<file path="config.mk">
export PLATFORM = sky130hd
export DESIGN_NAME = nand_cache_reader
export DESIGN_NICKNAME = d
export VERILOG_FILES = /design/src/rtl/nscr_pkg.sv /design/src/rtl/nscr_range_chk.sv /design/src/rtl/nscr_page_stream.sv /design/src/rtl/nscr_cmd_seq.sv /design/src/rtl/nand_cache_reader.sv
export SDC_FILE = /design/constraint.sdc
export NUM_CORES = 1
export LEC_CHECK = 0
export ABC_CLOCK_PERIOD_IN_PS = 3600
export BUFFER_PORTS_ARGS = -buffer_cell sky130_fd_sc_hd__buf_4
export CORE_UTILIZATION = 56
export DETAILED_ROUTE_END_ITERATION = 10
export PLACE_DENSITY_LB_ADDON = 0.2
export SLEW_MARGIN = 40
export SYNTH_ARGS = -nofsm -noshare
export SYNTH_HDL_FRONTEND = slang
export SYNTH_SLANG_ARGS = --single-unit
</file>
<file path="constraint.sdc">
create_clock -name clk -period 3.6 [get_ports clk]
set_input_delay 0.72 -clock clk [delete_from_list [all_inputs] [get_ports clk]]
set_output_delay 0.72 -clock clk [all_outputs]
set_load 0.05 [all_outputs]
</file>
<file path="src/rtl/nscr_pkg.sv">
// Package: shared bus operation codes, device opcodes and sequencer
// states for the NAND cache read controller.
package nscr_pkg;

    typedef enum logic [1:0] {
        BUS_IDLE = 2'd0,
        BUS_CMD  = 2'd1,
        BUS_ADDR = 2'd2,
        BUS_READ = 2'd3
    } bus_op_e;

    localparam logic [7:0] OPC_READ_SETUP = 8'h00;
    localparam logic [7:0] OPC_READ_GO    = 8'h30;
    localparam logic [7:0] OPC_CACHE_NEXT = 8'h31;
    localparam logic [7:0] OPC_CACHE_END  = 8'h3F;

    typedef enum logic [2:0] {
        SQ_IDLE,
        SQ_SETUP,
        SQ_ADDR,
        SQ_GO,
        SQ_WAIT,
        SQ_CACHE,
        SQ_STREAM
    } seq_state_e;

endpackage

</file>
<file path="src/rtl/nscr_range_chk.sv">
// Module: nscr_range_chk
// Decides whether a request is legal. The count and the length must be
// non-zero, and the run must stay inside one block.
// Assumes PAGES_PER_BLK is a power of two of at least 2, so the page
// offset inside the block is the low bits of the row address.
module nscr_range_chk #(
    parameter int PAGES_PER_BLK = 64,
    parameter int CNT_W         = 8,
    parameter int COL_W         = 12,
    localparam int PG_W         = $clog2(PAGES_PER_BLK)
) (
    input  logic [PG_W-1:0]  blk_offset,
    input  logic [CNT_W-1:0] req_cnt,
    input  logic [COL_W-1:0] req_len,
    output logic             req_ok
);
    localparam int SUM_W = ((CNT_W > PG_W) ? CNT_W : PG_W) + 1;

    logic [SUM_W-1:0] end_page;

    // End page index (exclusive) of the requested run.
    always_comb end_page = SUM_W'(blk_offset) + SUM_W'(req_cnt);

    // Legal when non-empty and not running past the block end.
    always_comb req_ok = (req_cnt != '0) && (req_len != '0) &&
                         (end_page <= SUM_W'(PAGES_PER_BLK));
endmodule

</file>
<file path="src/rtl/nscr_page_stream.sv">
// Module: nscr_page_stream
// Counts the bytes of one page on the output stream and flags the last
// one. A read strobe to the device is raised exactly when a byte is
// accepted. Assumes page_len is non-zero and stable while en is high.
module nscr_page_stream #(
    parameter int COL_W = 12
) (
    input  logic             clk,
    input  logic             rst_n,
    input  logic             en,
    input  logic [COL_W-1:0] page_len,
    input  logic             out_ready,
    output logic             out_valid,
    output logic             out_last,
    output logic             rd_strobe,
    output logic             page_done
);
    logic [COL_W-1:0] col_q;

    // Offer a byte whenever the sequencer is in its streaming phase.
    always_comb out_valid = en;

    // Mark the final byte position of the page.
    always_comb out_last = en && (col_q == page_len - COL_W'(1));

    // Pull one byte from the device on every accepted transfer.
    always_comb rd_strobe = en && out_ready;

    // Page completes when its last byte is accepted.
    always_comb page_done = rd_strobe && out_last;

    // Byte position inside the page; restarts for each page.
    always_ff @(posedge clk) begin
        if (!rst_n) begin
            col_q <= '0;
        end else if (!en || page_done) begin
            col_q <= '0;
        end else if (rd_strobe) begin
            col_q <= col_q + COL_W'(1);
        end
    end
endmodule

</file>
<file path="src/rtl/nscr_cmd_seq.sv">
// Module: nscr_cmd_seq
// Command sequencer. It issues the opening page read (setup command,
// address cycles, go command), then one cache command per extra page,
// waits on ready/busy after each confirm, and hands each page to the
// stream counter. Assumes req_ok is already qualified for the request.
module nscr_cmd_seq
    import nscr_pkg::*;
#(
    parameter int ROW_W     = 24,
    parameter int CNT_W     = 8,
    parameter int COL_BYTES = 2,
    parameter int WB_CYC    = 2
) (
    input  logic             clk,
    input  logic             rst_n,
    input  logic             start,
    input  logic             req_ok,
    input  logic [ROW_W-1:0] req_row,
    input  logic [CNT_W-1:0] req_cnt,
    input  logic             nand_rb_n,
    input  logic             page_done,
    output logic             busy,
    output logic             req_taken,
    output logic             stream_en,
    output logic [1:0]       bus_op,
    output logic [7:0]       bus_dout
);
    localparam int ROW_BYTES = (ROW_W + 7) / 8;
    localparam int ADDR_CYC  = COL_BYTES + ROW_BYTES;
    localparam int IDX_W     = $clog2(ADDR_CYC);
    localparam int WB_W      = $clog2(WB_CYC + 1);

    seq_state_e             state, state_n;
    logic [ROW_W-1:0]       row_q;
    logic [ROW_BYTES*8-1:0] row_pad;
    logic [CNT_W-1:0]       left_q;
    logic [IDX_W-1:0]       idx_q;
    logic [WB_W-1:0]        wait_q;
    logic                   cached_q;
    logic [7:0]             addr_byte;

    // A request is taken only while idle and legal.
    always_comb req_taken = start && (state == SQ_IDLE) && req_ok;

    // Busy for every state except idle.
    always_comb busy = (state != SQ_IDLE);

    // Row widened to whole bytes for the address cycles.
    always_comb row_pad = (ROW_BYTES*8)'(row_q);

    // Byte for the current address cycle: zero column, then row low to high.
    always_comb begin
        addr_byte = 8'h00;
        for (int b = 0; b < ROW_BYTES; b++) begin
            if (idx_q == IDX_W'(COL_BYTES + b)) addr_byte = row_pad[b*8 +: 8];
        end
    end

    // Next state and bus drive for each sequencer phase.
    always_comb begin
        state_n   = state;
        bus_op    = BUS_IDLE;
        bus_dout  = 8'h00;
        stream_en = 1'b0;
        case (state)
            SQ_IDLE: begin
                if (req_taken) state_n = SQ_SETUP;
            end
            SQ_SETUP: begin
                bus_op   = BUS_CMD;
                bus_dout = OPC_READ_SETUP;
                state_n  = SQ_ADDR;
            end
            SQ_ADDR: begin
                bus_op   = BUS_ADDR;
                bus_dout = addr_byte;
                if (idx_q == IDX_W'(ADDR_CYC - 1)) state_n = SQ_GO;
            end
            SQ_GO: begin
                bus_op   = BUS_CMD;
                bus_dout = OPC_READ_GO;
                state_n  = SQ_WAIT;
            end
            SQ_WAIT: begin
                if ((wait_q == '0) && nand_rb_n) begin
                    if (!cached_q && (left_q != '0)) state_n = SQ_CACHE;
                    else                             state_n = SQ_STREAM;
                end
            end
            SQ_CACHE: begin
                bus_op   = BUS_CMD;
                bus_dout = (left_q == CNT_W'(1)) ? OPC_CACHE_END : OPC_CACHE_NEXT;
                state_n  = SQ_WAIT;
            end
            SQ_STREAM: begin
                stream_en = 1'b1;
                if (page_done) state_n = (left_q == '0) ? SQ_IDLE : SQ_CACHE;
            end
            default: state_n = SQ_IDLE;
        endcase
    end

    // State register plus the per-phase counters and request latches.
    always_ff @(posedge clk) begin
        if (!rst_n) begin
            state    <= SQ_IDLE;
            row_q    <= '0;
            left_q   <= '0;
            idx_q    <= '0;
            wait_q   <= '0;
            cached_q <= 1'b0;
        end else begin
            state <= state_n;
            case (state)
                SQ_IDLE: begin
                    if (req_taken) begin
                        row_q    <= req_row;
                        left_q   <= (req_cnt == CNT_W'(1)) ? '0 : req_cnt;
                        cached_q <= 1'b0;
                    end
                end
                SQ_SETUP: idx_q  <= '0;
                SQ_ADDR:  idx_q  <= idx_q + IDX_W'(1);
                SQ_GO:    wait_q <= WB_W'(WB_CYC);
                SQ_WAIT: begin
                    if (wait_q != '0) wait_q <= wait_q - WB_W'(1);
                end
                SQ_CACHE: begin
                    left_q   <= left_q - CNT_W'(1);
                    cached_q <= 1'b1;
                    wait_q   <= WB_W'(WB_CYC);
                end
                default: ;
            endcase
        end
    end
endmodule

</file>
<file path="src/rtl/nand_cache_reader.sv">
// Module: nand_cache_reader (top)
// Streams a run of consecutive pages from one NAND block, using cache
// read commands so that array fetches overlap with byte output.
// Assumes the device returns read data combinationally on nand_io_in
// during a read cycle and drops nand_rb_n within WB_CYC cycles of a
// confirm command. PAGES_PER_BLK must be a power of two.
module nand_cache_reader #(
    parameter int ROW_W         = 24,
    parameter int CNT_W         = 8,
    parameter int COL_W         = 12,
    parameter int PAGES_PER_BLK = 64,
    parameter int WB_CYC        = 2
) (
    input  logic             clk,
    input  logic             rst_n,
    input  logic             start,
    input  logic [ROW_W-1:0] start_row,
    input  logic [CNT_W-1:0] page_cnt,
    input  logic [COL_W-1:0] page_len,
    output logic             busy,
    output logic             reject,
    output logic [1:0]       nand_op,
    output logic [7:0]       nand_io_out,
    input  logic [7:0]       nand_io_in,
    input  logic             nand_rb_n,
    output logic             out_valid,
    output logic [7:0]       out_data,
    output logic             out_last,
    input  logic             out_ready
);
    import nscr_pkg::*;

    localparam int PG_W = $clog2(PAGES_PER_BLK);

    logic             req_ok, req_taken, stream_en;
    logic             rd_strobe, page_done;
    logic [1:0]       seq_op;
    logic [COL_W-1:0] len_q;
    logic             reject_q;

    nscr_range_chk #(
        .PAGES_PER_BLK(PAGES_PER_BLK),
        .CNT_W(CNT_W),
        .COL_W(COL_W)
    ) u_range (
        .blk_offset(start_row[PG_W-1:0]),
        .req_cnt   (page_cnt),
        .req_len   (page_len),
        .req_ok    (req_ok)
    );

    nscr_cmd_seq #(
        .ROW_W(ROW_W),
        .CNT_W(CNT_W),
        .COL_BYTES(2),
        .WB_CYC(WB_CYC)
    ) u_seq (
        .clk      (clk),
        .rst_n    (rst_n),
        .start    (start),
        .req_ok   (req_ok),
        .req_row  (start_row),
        .req_cnt  (page_cnt),
        .nand_rb_n(nand_rb_n),
        .page_done(page_done),
        .busy     (busy),
        .req_taken(req_taken),
        .stream_en(stream_en),
        .bus_op   (seq_op),
        .bus_dout (nand_io_out)
    );

    nscr_page_stream #(
        .COL_W(COL_W)
    ) u_stream (
        .clk      (clk),
        .rst_n    (rst_n),
        .en       (stream_en),
        .page_len (len_q),
        .out_ready(out_ready),
        .out_valid(out_valid),
        .out_last (out_last),
        .rd_strobe(rd_strobe),
        .page_done(page_done)
    );

    // Hold the page length of the accepted request for the whole run.
    always_ff @(posedge clk) begin
        if (!rst_n)         len_q <= '0;
        else if (req_taken) len_q <= page_len;
    end

    // One-cycle refusal pulse for an illegal request seen while idle.
    always_ff @(posedge clk) begin
        if (!rst_n) reject_q <= 1'b0;
        else        reject_q <= start && !busy && !req_ok;
    end

    // A read strobe takes over the bus; otherwise the sequencer drives it.
    always_comb nand_op = rd_strobe ? 2'(BUS_READ) : seq_op;

    // Stream bytes pass straight from the device bus.
    always_comb out_data = nand_io_in;
    always_comb reject   = reject_q;
endmodule

</file>
### Word level (Yosys, flattened, before mapping)

Index checks and enable logic that the tools add are counted.

| word-level totals | value |
|---|---|
| register bits | 66 |
| bits in latches | 0 |
| RAM bits | 0 |
| ROM bits | 0 |
| input bits | 57 |
| output and inout port bits | 22 |
| word-level logic and storage cells | 91 |
| memories | 0 |

| cells by class | value |
|---|---|
| add/subtract/negate cells | 6 |
| multiply operators | 0 |
| divide/modulo/power cells | 0 |
| $lt $le $gt $ge | 1 |
| equal/unequal tests | 17 |
| shifts and indexed selects | 0 |
| mux-type cells | 23 |
| bitwise operators | 1 |
| reduce and logical (&&, ||, !) cells | 34 |

Operators with widths:

| kind | count |
|---|---|
| $mux 8 | 5 |
| $pmux 8 s3 | 1 |
| $pmux 3 s6 | 1 |
| $eq 8x1->1 const B | 2 |
| $pmux 8 s2 | 1 |
| $reduce_bool 8->1 | 2 |
| $mux 3 | 5 |
| $add 12x1->12 const B | 1 |
| $eq 12x12->1 | 1 |
| $eq 3x2->1 const B | 4 |
| $eq 3x3->1 const B | 4 |
| $reduce_bool 12->1 | 1 |
| $sub 12x1->12 const B | 1 |
| $logic_and 1x1->1 | 11 |
| $add 6x8->9 | 1 |
| $le 9x7->1 const B | 1 |
| $logic_not 8->1 | 1 |
| $ne 2x1->1 const B | 4 |
| $pmux 2 s2 | 2 |
| $reduce_bool 2->1 | 4 |
| $sub 8x1->8 const B | 1 |
| $mux 2 | 3 |
| $pmux 3 s2 | 1 |
| $reduce_and 2->1 | 3 |
| 16 further kinds | 21 |

### Longest topological paths before layout

Gate-level depths: netlist of run 1.

| depth | value |
|---|---|
| depth in word-level cells | 6 |
| gate-level depth with buffers | 11 |
| depth with buffers taken out | 9 |

### Hierarchy

From an unflattened synthesis of run 1, not the netlist that was laid out.

| second synthesis, totals | value |
|---|---|
| cells, all modules | 504 |
| area, all modules | 4,122.7 µm² |

By module, submodules not included:

| module | instances | cells an instance | area an instance (µm²) |
|---|---|---|---|
| nscr_cmd_seq | 1 | 280 | 2,213.4 |
| nscr_page_stream | 1 | 132 | 1,031.0 |
| nand_cache_reader | 1 | 50 | 553.0 |
| nscr_range_chk | 1 | 42 | 325.3 |

### Worst setup path before layout of run 1

OpenSTA, ideal clock, no wires.

| timing path | value |
|---|---|
| path kind | input to register |
| from | input port start_row[0] |
| to | register len_q[0] |
| library setup time | 0.116 ns |
| arrival time | 3.076 ns |
| data required time | 3.484 ns |
| path slack | 0.408 ns |
| cell stages on the path | 11 |
| cell sequence | ha_1 > fa_1 > a211oi_1 > nor2_1 > or4_1 > o211ai_1 > o2111a_1 > buf_4 > buf_4 > mux2i_1 > nor2b_1 |

| between the ends | value |
|---|---|
| cells in the longest elaborated chain, start to end | 4 |

Ends and longest elaborated chain:

| item | line | source |
|---|---|---|
| start, declared | nand_cache_reader.sv:17 | `input logic [ROW_W-1:0] start_row,` |
| $add 6x8->9 | nscr_range_chk.sv:22 | `always_comb end_page = SUM_W'(blk_offset) + SUM_W'(req_cnt);` |
| $le 9x7->1 | nscr_range_chk.sv:26 | `(end_page <= SUM_W'(PAGES_PER_BLK));` |
| $logic_and 1x1->1 | nscr_range_chk.sv:25 | `always_comb req_ok = (req_cnt != '0) && (req_len != '0) &&` |
| $logic_and 1x1->1 | nscr_cmd_seq.sv:43 | `always_comb req_taken = start && (state == SQ_IDLE) && req_ok;` |
| end signal, assigned | nand_cache_reader.sv:90 | `else if (req_taken) len_q <= page_len;` |
| end, declared | nand_cache_reader.sv:38 | `logic [COL_W-1:0] len_q;` |

Every way passes these cells.
A chain may end at the register's enable or synchronous reset.

### Worst setup path in the final report of run 1

| timing path | value |
|---|---|
| from | register len_q[0] |
| to | output port out_last |

| between the ends | value |
|---|---|
| cells in the longest elaborated chain, start to end | 3 |

Ends and longest elaborated chain:

| item | line | source |
|---|---|---|
| $sub 12x1->12 | nscr_page_stream.sv:24 | `always_comb out_last = en && (col_q == page_len - COL_W'(1));` |
| $eq 12x12->1 | nscr_page_stream.sv:24 |  |
| $logic_and 1x1->1 | nscr_page_stream.sv:24 |  |
| end, declared | nand_cache_reader.sv:28 | `output logic out_last,` |

Every way passes these cells.

==> results of run 1 <==
cell usage in the layout, fill, tap and decap left out, drive strengths merged, types with 12 or more instances in the layout:
master | Yosys | layout
inv | 15 | 15
ha | 16 | 16
o21ai | 25 | 25
xnor2 | 18 | 18
mux2i | 38 | 38
nor2 | 41 | 41
dfxtp | 66 | 66
nand3 | 12 | 12
a21oi | 16 | 16
nand2 | 41 | 41
buf | 15 | 65
nor2b | 41 | 41
nor3 | 16 | 16
cell families after synthesis:
family                     count (synthesis)  synth area share, %
DFF                                       66                 32.9
xor gates and xnor gates                  29                 6.33
buffers and inverters                     45                 5.80
AOI/OAI and AO/OA                         96                 16.0
adders and majority gates                 17                 5.49
and+or+nand+nor                          184                 24.0
muxes                                     38                 9.48
registers in the layout, summed over array words and instances, names as in the netlist:
register        cells
len_q              12
u_seq.left_q        8
u_seq.idx_q         3
u_seq.cached_q      1
u_seq.state         3
u_stream.col_q     12
reject              1
u_seq.row_pad      24
u_seq.wait_q        2
worst max path at each step:
stage / startpoint / endpoint / cells past startpoint
after CTS: len_q[0] / out_last / 8
after floorplan: start_row[0] / len_q[0] / 11
final: len_q[0] / out_last / 8
after detailed placement: start_row[0] / u_seq.row_pad[11] / 11
after global routing: len_q[0] / out_last / 8
after global placement: start_row[0] / u_seq.row_pad[1] / 11
where the power goes:
group | internal (W) | leakage, nW | switching (W)
Sequential | 0.000762 | 0.535 | 0.0000321
Clock | 0.000265 | 0.0851 | 0.000286
Combinational | 0.000174 | 1.15 | 0.000188
Total | 0.00120 | 1.77 | 0.000505
critical path, stage by stage (launching register included):
cell and delay (ns):
dfxtp_1 0.48, inv_1 0.08, ha_1 0.29, inv_1 0.14, nor2_1 0.05, o311ai_0 0.32
nand3_1 0.17, nor4_4 0.41, buf_4 0.27
layout make-up:
class / count / area share (%)
clock buffer: 11 / 3.04
clock inverter: 5 / 0.646
inverter: 17 / 1.37
multi-input combinational: 364 / 52.9
sequential: 66 / 28.4
tap: 96 / 2.58
timing repair buffer: 65 / 11.0
routing by layer:
metal	vias to the layer above	share of wire (%)	global-route usage, %
li1	1764	-	-
met1	1640	45	30.6
met2	86	49	44.9
met3	18	4.2	6.19
met4	0	1.8	8.03
met5	-	0	0
stage by stage:
| step | hold WS, ns | std cells |
|---|---|---|
| after floorplan | 0.461 | 475 |
| after global placement | 0.485 | 608 |
| after detailed placement | 0.497 | 608 |
| after CTS | 0.506 | 624 |
| after global routing | 0.549 | 624 |
| final | 0.512 | 624 |
==> out/qor.txt, run 1 <==
post-place instance area: 4480 µm²
worst-path fanout max: 7
# DRC: 0
Tot GR Track Use: 25.5%
FFs w/ async S/R, synth: 0%
Fmax: 305 MHz
Reg2Reg Setup Slack: 1.08 ns
antenna violations before repair: 0
full die area: 7510 µm²
final WL: 9080 µm
Clock Latency Late Sink: 0.34 ns
first-pass iteration count of the detailed router: 5
antenna violation net count after detailed routing: 0
port bufs: 62
register area share after synthesis: 32.9%
hold path endpoint: u_seq.idx_q[0]
Max VDD drop: 0.000250 V
Syn-to-layout area delta: 15.9%
post-CTS sizing: 0
clock sinks: 66
Final #Nets: 597
post-synth top area share: 32.9%
FF/Latch Area: 1320 µm²
Synth area leaders: dfxtp_1 33%, mux2i_1 9.5%, nor2b_1 6.4%
Pwr per Cell Area: 367 nW/µm²
row cnt: 30
Die X: 86.7 µm
Fin. Hold Viols: 0
Final TNS setup: 0 ns
postcts setup bufs: 0
H-tree depth: 3
Final HPWL DP: 6740 µm
Multi-input gate area: 2460 µm²
Critical Path AT: 2.55 ns
Synth area leader: dfxtp_1
Worst-Margin Slew: 0.556 ns
Reg clk slew, reported paths: 0.07 ns
fin crit period: 3.27 ns
max-cap violations: 0
top_reg_cell synth: dfxtp_1
Die Span Y: 86.7 µm
Final Power: 0.00171 W
syn_area_per_cell: 8.45 µm²
worst hold stages: 2
wire per inst: 14.5 µm
clk buf depth: 2
clk root buf: clkbuf_8
Post-synth top cells: 66 x dfxtp_1, 41 x nand2_1, 41 x nor2_1, 41 x nor2b_1, 38 x mux2i_1
total gr overflow: 0
Slew HR: 62.6%
r2r startpoint: len_q[0]
TritonCTS clock tree: built
post-place setup slack: 0.0855 ns
worst endpoint required time: 2.88 ns
FF+latch count, synth: 66
RSZ-0062 raised after global routing: false
I/O Pins: 79
Register-to-Register Path Depth: 9
final core utilization: 67.7%
critical path class: reg -> out
clock skew: 0.00829 ns
number of distinct library cells after synthesis: 60
Post-Syn Area: 4010 µm²
Critical Path Source Type: flip-flop
post-DR vias/cell: 5.62
DR vias: 3508
critical path endpoint category: output pin
Post-synth EDFFs: 0
core area: 6870 µm²
Finished Cell Area: 4650 µm²
Yosys warnings: 0
most frequent cell after synthesis: dfxtp_1
final setup margin: 0.325 ns
Gate Count Post-Synth: 475
Syn Nets: 549
final setup fails: 0
hold buffers post-CTS: 0
hold crit path type: reg -> reg
fill cell count: 599
status: complete, no violations
first-pass GRT wire length: 15100 µm
fraction of layout cells with a size suffix above 1: 17.0%
number of diodes: 0
Max Slew Vio Count: 0
vias in the first global route: 3369
hold path start: u_seq.idx_q[0]
Initial DRC Count: 153
leak pwr: 1.77 nW
effective utilization at floorplan: 58.4%
fin crit share: 91.0%
worst r2r dst: u_seq.state[1]
Num CTS Buffers: 9
largest net degree at the start of global routing: 54
GPL Wtd Cong: 0.855
Power figures use the tool's default switching activity.
==> inputs of run 2 (changes only) <==
--- a/config.mk
+++ b/config.mk
@@ -9,7 +9,7 @@
 export BUFFER_PORTS_ARGS = -buffer_cell sky130_fd_sc_hd__buf_4
 export CORE_UTILIZATION = 56
 export DETAILED_ROUTE_END_ITERATION = 10
-export PLACE_DENSITY_LB_ADDON = 0.2
+export PLACE_DENSITY = 0.81
 export SLEW_MARGIN = 40
 export SYNTH_ARGS = -nofsm -noshare
 export SYNTH_HDL_FRONTEND = slang
==> run 2 against run 1 <==
Compared with the run above:
- total power grew 5.0%
- register-to-register slack worse by 0.08 ns
- global-route usage increased by 1.5 points
- largest power group unchanged
- clock power rose by 15%
- core utilization up 0.35 points
- design area grew 0.51%
- sequential cell count unchanged
- highest routed layer unchanged
==> out/qor.txt, run 2 (synthesis results as in run 1) <==
Pwr per Cell Area: 383 nW/µm² (+4.5%)
post-DR vias/cell: 5.67 (+0.86%)
max reg flops: 24 (unchanged)
total gr overflow: 0 (unchanged)
commonest non-fill, non-tap cell in the layout: dfxtp_1
TritonCTS clock tree: built
RSZ-0062 raised after global routing: false
fin crit period: 3.38 ns (+0.104 ns)
Syn-to-layout area delta: 16.5%
delay-heaviest family, CP: simple AND/OR/NAND/NOR gates
post-place setup slack: 0.0892 ns (+0.00365 ns)
DR vias: 3538 (+0.86%)
critical path class: reg -> out
clk root buf: clkbuf_8
# DRC: 0 (unchanged)
worst-path fanout max: 7 (unchanged)
Worst-Margin Slew: 0.566 ns (+0.0102 ns)
Critical Path Source Type: flip-flop
max-cap violations: 0 (unchanged)
Critical Path AT: 2.66 ns (+0.11 ns)
hold buffers post-CTS: 0 (unchanged)
Num CTS Buffers: 9 (unchanged)
Tot GR Track Use: 27.0% (+1.5 points)
Die X: 86.7 µm (unchanged)
H-tree depth: 3 (unchanged)
Fin. Hold Viols: 0 (unchanged)
final setup fails: 0 (unchanged)
worst endpoint required time: 2.88 ns (about the same)
antenna violation net count after detailed routing: 0 (unchanged)
largest net degree at the start of global routing: 54 (unchanged)
core area: 6870 µm² (unchanged)
status: complete, no violations
I/O Pins: 79 (unchanged)
leak pwr: 1.78 nW (+1.0%)
Top cell by count, worst path: inv_1
effective utilization at floorplan: 58.4% (unchanged)
Max VDD drop: 0.000208 V (-17%)
Final #Nets: 597 (unchanged)
Final TNS setup: 0 ns (unchanged)
vias in the first global route: 3507 (+4.1%)
clock skew: 0.00937 ns (+0.00107 ns)
Max Slew Vio Count: 0 (unchanged)
Reg clk slew, reported paths: 0.08 ns (about the same)
fin crit share: 93.9% (+2.9 points)
hold crit path type: reg -> reg
port bufs: 62 (unchanged)
Worst path slowest cell: dfxtp_1
first-pass GRT wire length: 16000 µm (+5.8%)
antenna violations before repair: 0 (unchanged)
Die Span Y: 86.7 µm (unchanged)
Final HPWL DP: 6980 µm (+3.6%)
full die area: 7510 µm² (unchanged)
Initial DRC Count: 143 (-6.5%)
GPL Wtd Cong: 0.866 (+1.2%)
fraction of layout cells with a size suffix above 1: 17.0% (unchanged)
critical path endpoint category: output pin
row cnt: 30 (unchanged)
post-CTS sizing: 0 (unchanged)
wire per inst: 15.2 µm (+4.5%)
clk buf depth: 2 (unchanged)
CP peak stage delay: 0.48 ns (about the same)
Fmax: 296 MHz (-3.1%)
first-pass iteration count of the detailed router: 5 (unchanged)
postcts setup bufs: 0 (unchanged)
Final Power: 0.00179 W (+5.0%)
number of diodes: 0 (unchanged)
most frequent cells in the layout: 66 x dfxtp_1, 63 x buf_4, 41 x nand2_1, 41 x nor2b_1, 41 x nor2_1
clock sinks: 66 (unchanged)
final setup margin: 0.221 ns (-0.104 ns)
final WL: 9480 µm (+4.5%)
buffer and inverter count on the worst path: 3 (unchanged)
CP cell instances: inv_1 -> ha_1 -> inv_1 -> nor2_1 -> o311ai_0 -> nand3_1 -> nor4_4 -> buf_4
Clock Latency Late Sink: 0.35 ns (about the same)
Slew HR: 61.9% (-0.68 points)
## run 2: cell count changes in the layout (fill, tap and decap cells not counted), sizes merged
| cell | previous run | this run |
|---|---|---|
| bufinv | 0 | 1 |
| clkinv | 5 | 6 |
| clkinvlp | 2 | 0 |
## run 2: metal layers
metal	vias to the layer above	GRT usage (%)	part of all wire, %
met5	-	0	0
met4	0	12.0	2.2
met3	25	5.71	5.5
met2	124	46.4	49
met1	1632	32.6	43
li1	1757	-	-
## run 2: cell type report
class | count | area [µm²]
clock buffer | 11 | 141
clock inverter | 5 | 53.8
fill | 568 | 2190
inverter | 17 | 63.8
multi-input combinational | 364 | 2460
sequential | 66 | 1320
tap | 96 | 120
timing repair buffer | 65 | 513
## run 2: worst paths after layout
kind	start	cells after the start	endpoint	slack [ns]
setup / recovery	len_q[0]	8	out_last	0.22
hold / removal	u_stream.col_q[1]	2	u_stream.col_q[1]	0.51
hold reg to reg	u_stream.col_q[1]	2	u_stream.col_q[1]	0.51
setup reg to reg	len_q[0]	9	u_seq.state[1]	1.00
## run 2: worst register-to-register path, delay by kind of cell (launching register included)
| family | cells | cell delay, ns |
|---|---|---|
| AND/OR/NAND/NOR | 3 | 0.66 |
| adder cells (fa/ha/maj) | 1 | 0.28 |
| buffers and inverters | 2 | 0.24 |
| AO/OA/AOI/OAI | 3 | 0.82 |
| flip-flops | 1 | 0.48 |
## run 2: power breakdown
part | switching [W] | total (W) | internal (W)
sequential | 0.0000322 | 0.000794 | 0.000762
combinational | 0.000192 | 0.000367 | 0.000175
clock | 0.000294 | 0.000631 | 0.000337
total | 0.000518 | 0.00179 | 0.00127
## run 2: stage by stage
step	util, %	std cells	hold WS (ns)	instance area (µm²)
2_1_floorplan	-	475	0.461	4010
3_3_place_gp	65.2	608	0.478	4480
3_5_place_dp	65.2	608	0.501	4480
4_1_cts	68.1	624	0.512	4670
5_1_grt	68.1	624	0.535	4670
6_report	68.1	624	0.514	4670
==> inputs of run 3 (changes only) <==
--- a/config.mk
+++ b/config.mk
@@ -9,6 +9,7 @@
 export BUFFER_PORTS_ARGS = -buffer_cell sky130_fd_sc_hd__buf_4
 export CORE_UTILIZATION = 56
 export DETAILED_ROUTE_END_ITERATION = 10
+export MAX_ROUTING_LAYER = met4
 export PLACE_DENSITY = 0.81
 export SLEW_MARGIN = 40
 export SYNTH_ARGS = -nofsm -noshare
==> run 3 against run 2 <==
Compared with the run above:
- first-iteration DRC count up 18%
- critical endpoint unchanged
- wire length up 0.56%
- cell count unchanged
- sequential cell count unchanged
- critical path depth unchanged
- hold slack better by 0.0012 ns
==> out/qor.txt, run 3 (synthesis results as in run 1) <==
status: complete, no violations
Critical path origin: len_q[0]
max reg flops: 24 (unchanged)
TritonCTS clock tree: built
hold path start: u_stream.col_q[1]
Die X: 86.7 µm (unchanged)
buffer and inverter count on the worst path: 3 (unchanged)
total gr overflow: 0 (unchanged)
Top cell by count, worst path: inv_1
Worst path depth: 8 (unchanged)
Final #Nets: 597 (unchanged)
Syn-to-layout area delta: 16.5% (unchanged)
wire per inst: 15.3 µm (+0.56%)
fin crit period: 3.40 ns (+0.0248 ns)
Clock Latency Late Sink: 0.35 ns (about the same)
Max Slew Vio Count: 0 (unchanged)
vias in the first global route: 3505 (-0.057%)
post-CTS sizing: 0 (unchanged)
Initial DRC Count: 169 (+18%)
first-pass iteration count of the detailed router: 4 (-1)
delay-heaviest family, CP: simple AND/OR/NAND/NOR gates
met2 WL: 4730 µm (+1.5%)
H-tree depth: 3 (unchanged)
full die area: 7510 µm² (unchanged)
largest net degree at the start of global routing: 54 (unchanged)
top layer in use: met4
clk root buf: clkbuf_8
clock sinks: 66 (unchanged)
final WL: 9530 µm (+0.56%)
Die Span Y: 86.7 µm (unchanged)
Fmax: 294 MHz (-0.73%)
Critical Path Source Type: flip-flop
Final TNS setup: 0 ns (unchanged)
CP peak stage delay: 0.49 ns (about the same)
Tot GR Track Use: 27.9% (+0.87 points)
row cnt: 30 (unchanged)
clock skew: 0.00827 ns (-0.00109 ns)
Max VDD drop: 0.000210 V (+0.92%)
post-place setup slack: 0.0892 ns (unchanged)
clk buf depth: 2 (unchanged)
postcts setup bufs: 0 (unchanged)
first-pass GRT wire length: 16000 µm (-0.13%)
most frequent cells in the layout: 66 x dfxtp_1, 63 x buf_4, 41 x nand2_1, 41 x nor2b_1, 41 x nor2_1
critical path class: reg -> out
port bufs: 62 (unchanged)
Fin. Hold Viols: 0 (unchanged)
fraction of layout cells with a size suffix above 1: 17.0% (unchanged)
commonest non-fill, non-tap cell in the layout: dfxtp_1
GPL Wtd Cong: 0.880 (+1.6%)
hold crit path type: reg -> reg
Critical Path AT: 2.68 ns (+0.02 ns)
DR vias: 3522 (-0.45%)
worst-path fanout max: 7 (unchanged)
Slew HR: 61.2% (-0.71 points)
max-cap violations: 0 (unchanged)
final core utilization: 68.1% (unchanged)
r2r startpoint: len_q[0]
I/O Pins: 79 (unchanged)
final setup margin: 0.196 ns (-0.0248 ns)
# DRC: 0 (unchanged)
critical path endpoint category: output pin
Pwr per Cell Area: 384 nW/µm² (+0.10%)
fin crit share: 94.6% (+0.69 points)
hold buffers post-CTS: 0 (unchanged)
Met1 Wirelength: 4180 µm (+2.1%)
antenna violations before repair: 0 (unchanged)
worst hold stages: 2 (unchanged)
Num CTS Buffers: 9 (unchanged)
worst endpoint required time: 2.88 ns (about the same)
Worst path slowest cell: dfxtp_1
Reg clk slew, reported paths: 0.08 ns (about the same)
RSZ-0062 raised after global routing: false
metal3 WL: 463 µm (-11%)
CP cell instances: inv_1 -> ha_1 -> inv_1 -> nor2_1 -> o311ai_0 -> nand3_1 -> nor4_4 -> buf_4
leak pwr: 1.78 nW (unchanged)
final setup fails: 0 (unchanged)
Register-to-Register Path Depth: 9 (unchanged)
number of diodes: 0 (unchanged)
core area: 6870 µm² (unchanged)
post-DR vias/cell: 5.64 (-0.45%)
Final HPWL DP: 6980 µm (unchanged)
antenna violation net count after detailed routing: 0 (unchanged)
effective utilization at floorplan: 58.4% (unchanged)
Worst-Margin Slew: 0.581 ns (+0.0154 ns)
-- run 3: cell counts in the layout (fill, tap and decap cells not counted) --
Identical to the previous run, type by type.
-- run 3: final timing paths --
check	to	slack, ns
min reg2reg	u_stream.col_q[1]	0.52
max	out_last	0.20
max reg2reg	u_seq.state[1]	0.97
min	u_stream.col_q[1]	0.52
-- run 3: worst register-to-register path: cells and delay by family, from the launching register on --
kind	cells	cell delay (ns)
AOI/OAI and AO/OA	3	0.82
and+or+nand+nor	3	0.67
DFF	1	0.49
adders and majority gates	1	0.28
buffers and inverters	2	0.24
-- run 3: power by group --
group          internal (W)  switching (W)  total, W
logic              0.000175       0.000192  0.000367
registers          0.000762      0.0000325  0.000794
clock network      0.000337       0.000296  0.000632
total               0.00127       0.000520   0.00179
-- run 3: per-layer routing --
| metal | vias to the layer above | GRT usage (%) |
|---|---|---|
| met4 | 0 | 11.1 |
| met3 | 18 | 6.00 |
| met1 | 1633 | 32.8 |
| met2 | 112 | 46.6 |
| met5 | - | - |
| li1 | 1759 | - |
-- run 3: area by class of cell --
cell class	count	area (µm²)
clock buffers	11	141
clock inverters	5	53.8
fillers	568	2190
inverters	17	63.8
multi-input cells	364	2460
flip-flops and latches	66	1320
well taps	96	120
repair buffers	65	513
-- run 3: per-stage QoR --
step	hold WS (ns)	area, µm²	total power (W)	instances
5_1_grt	0.535	4670	0.00187	624
6_report	0.515	4670	0.00179	624
3_3_place_gp	0.478	4480	0.00116	608
2_1_floorplan	0.461	4010	0.00109	475
3_5_place_dp	0.501	4480	0.00117	608
4_1_cts	0.512	4670	0.00180	624
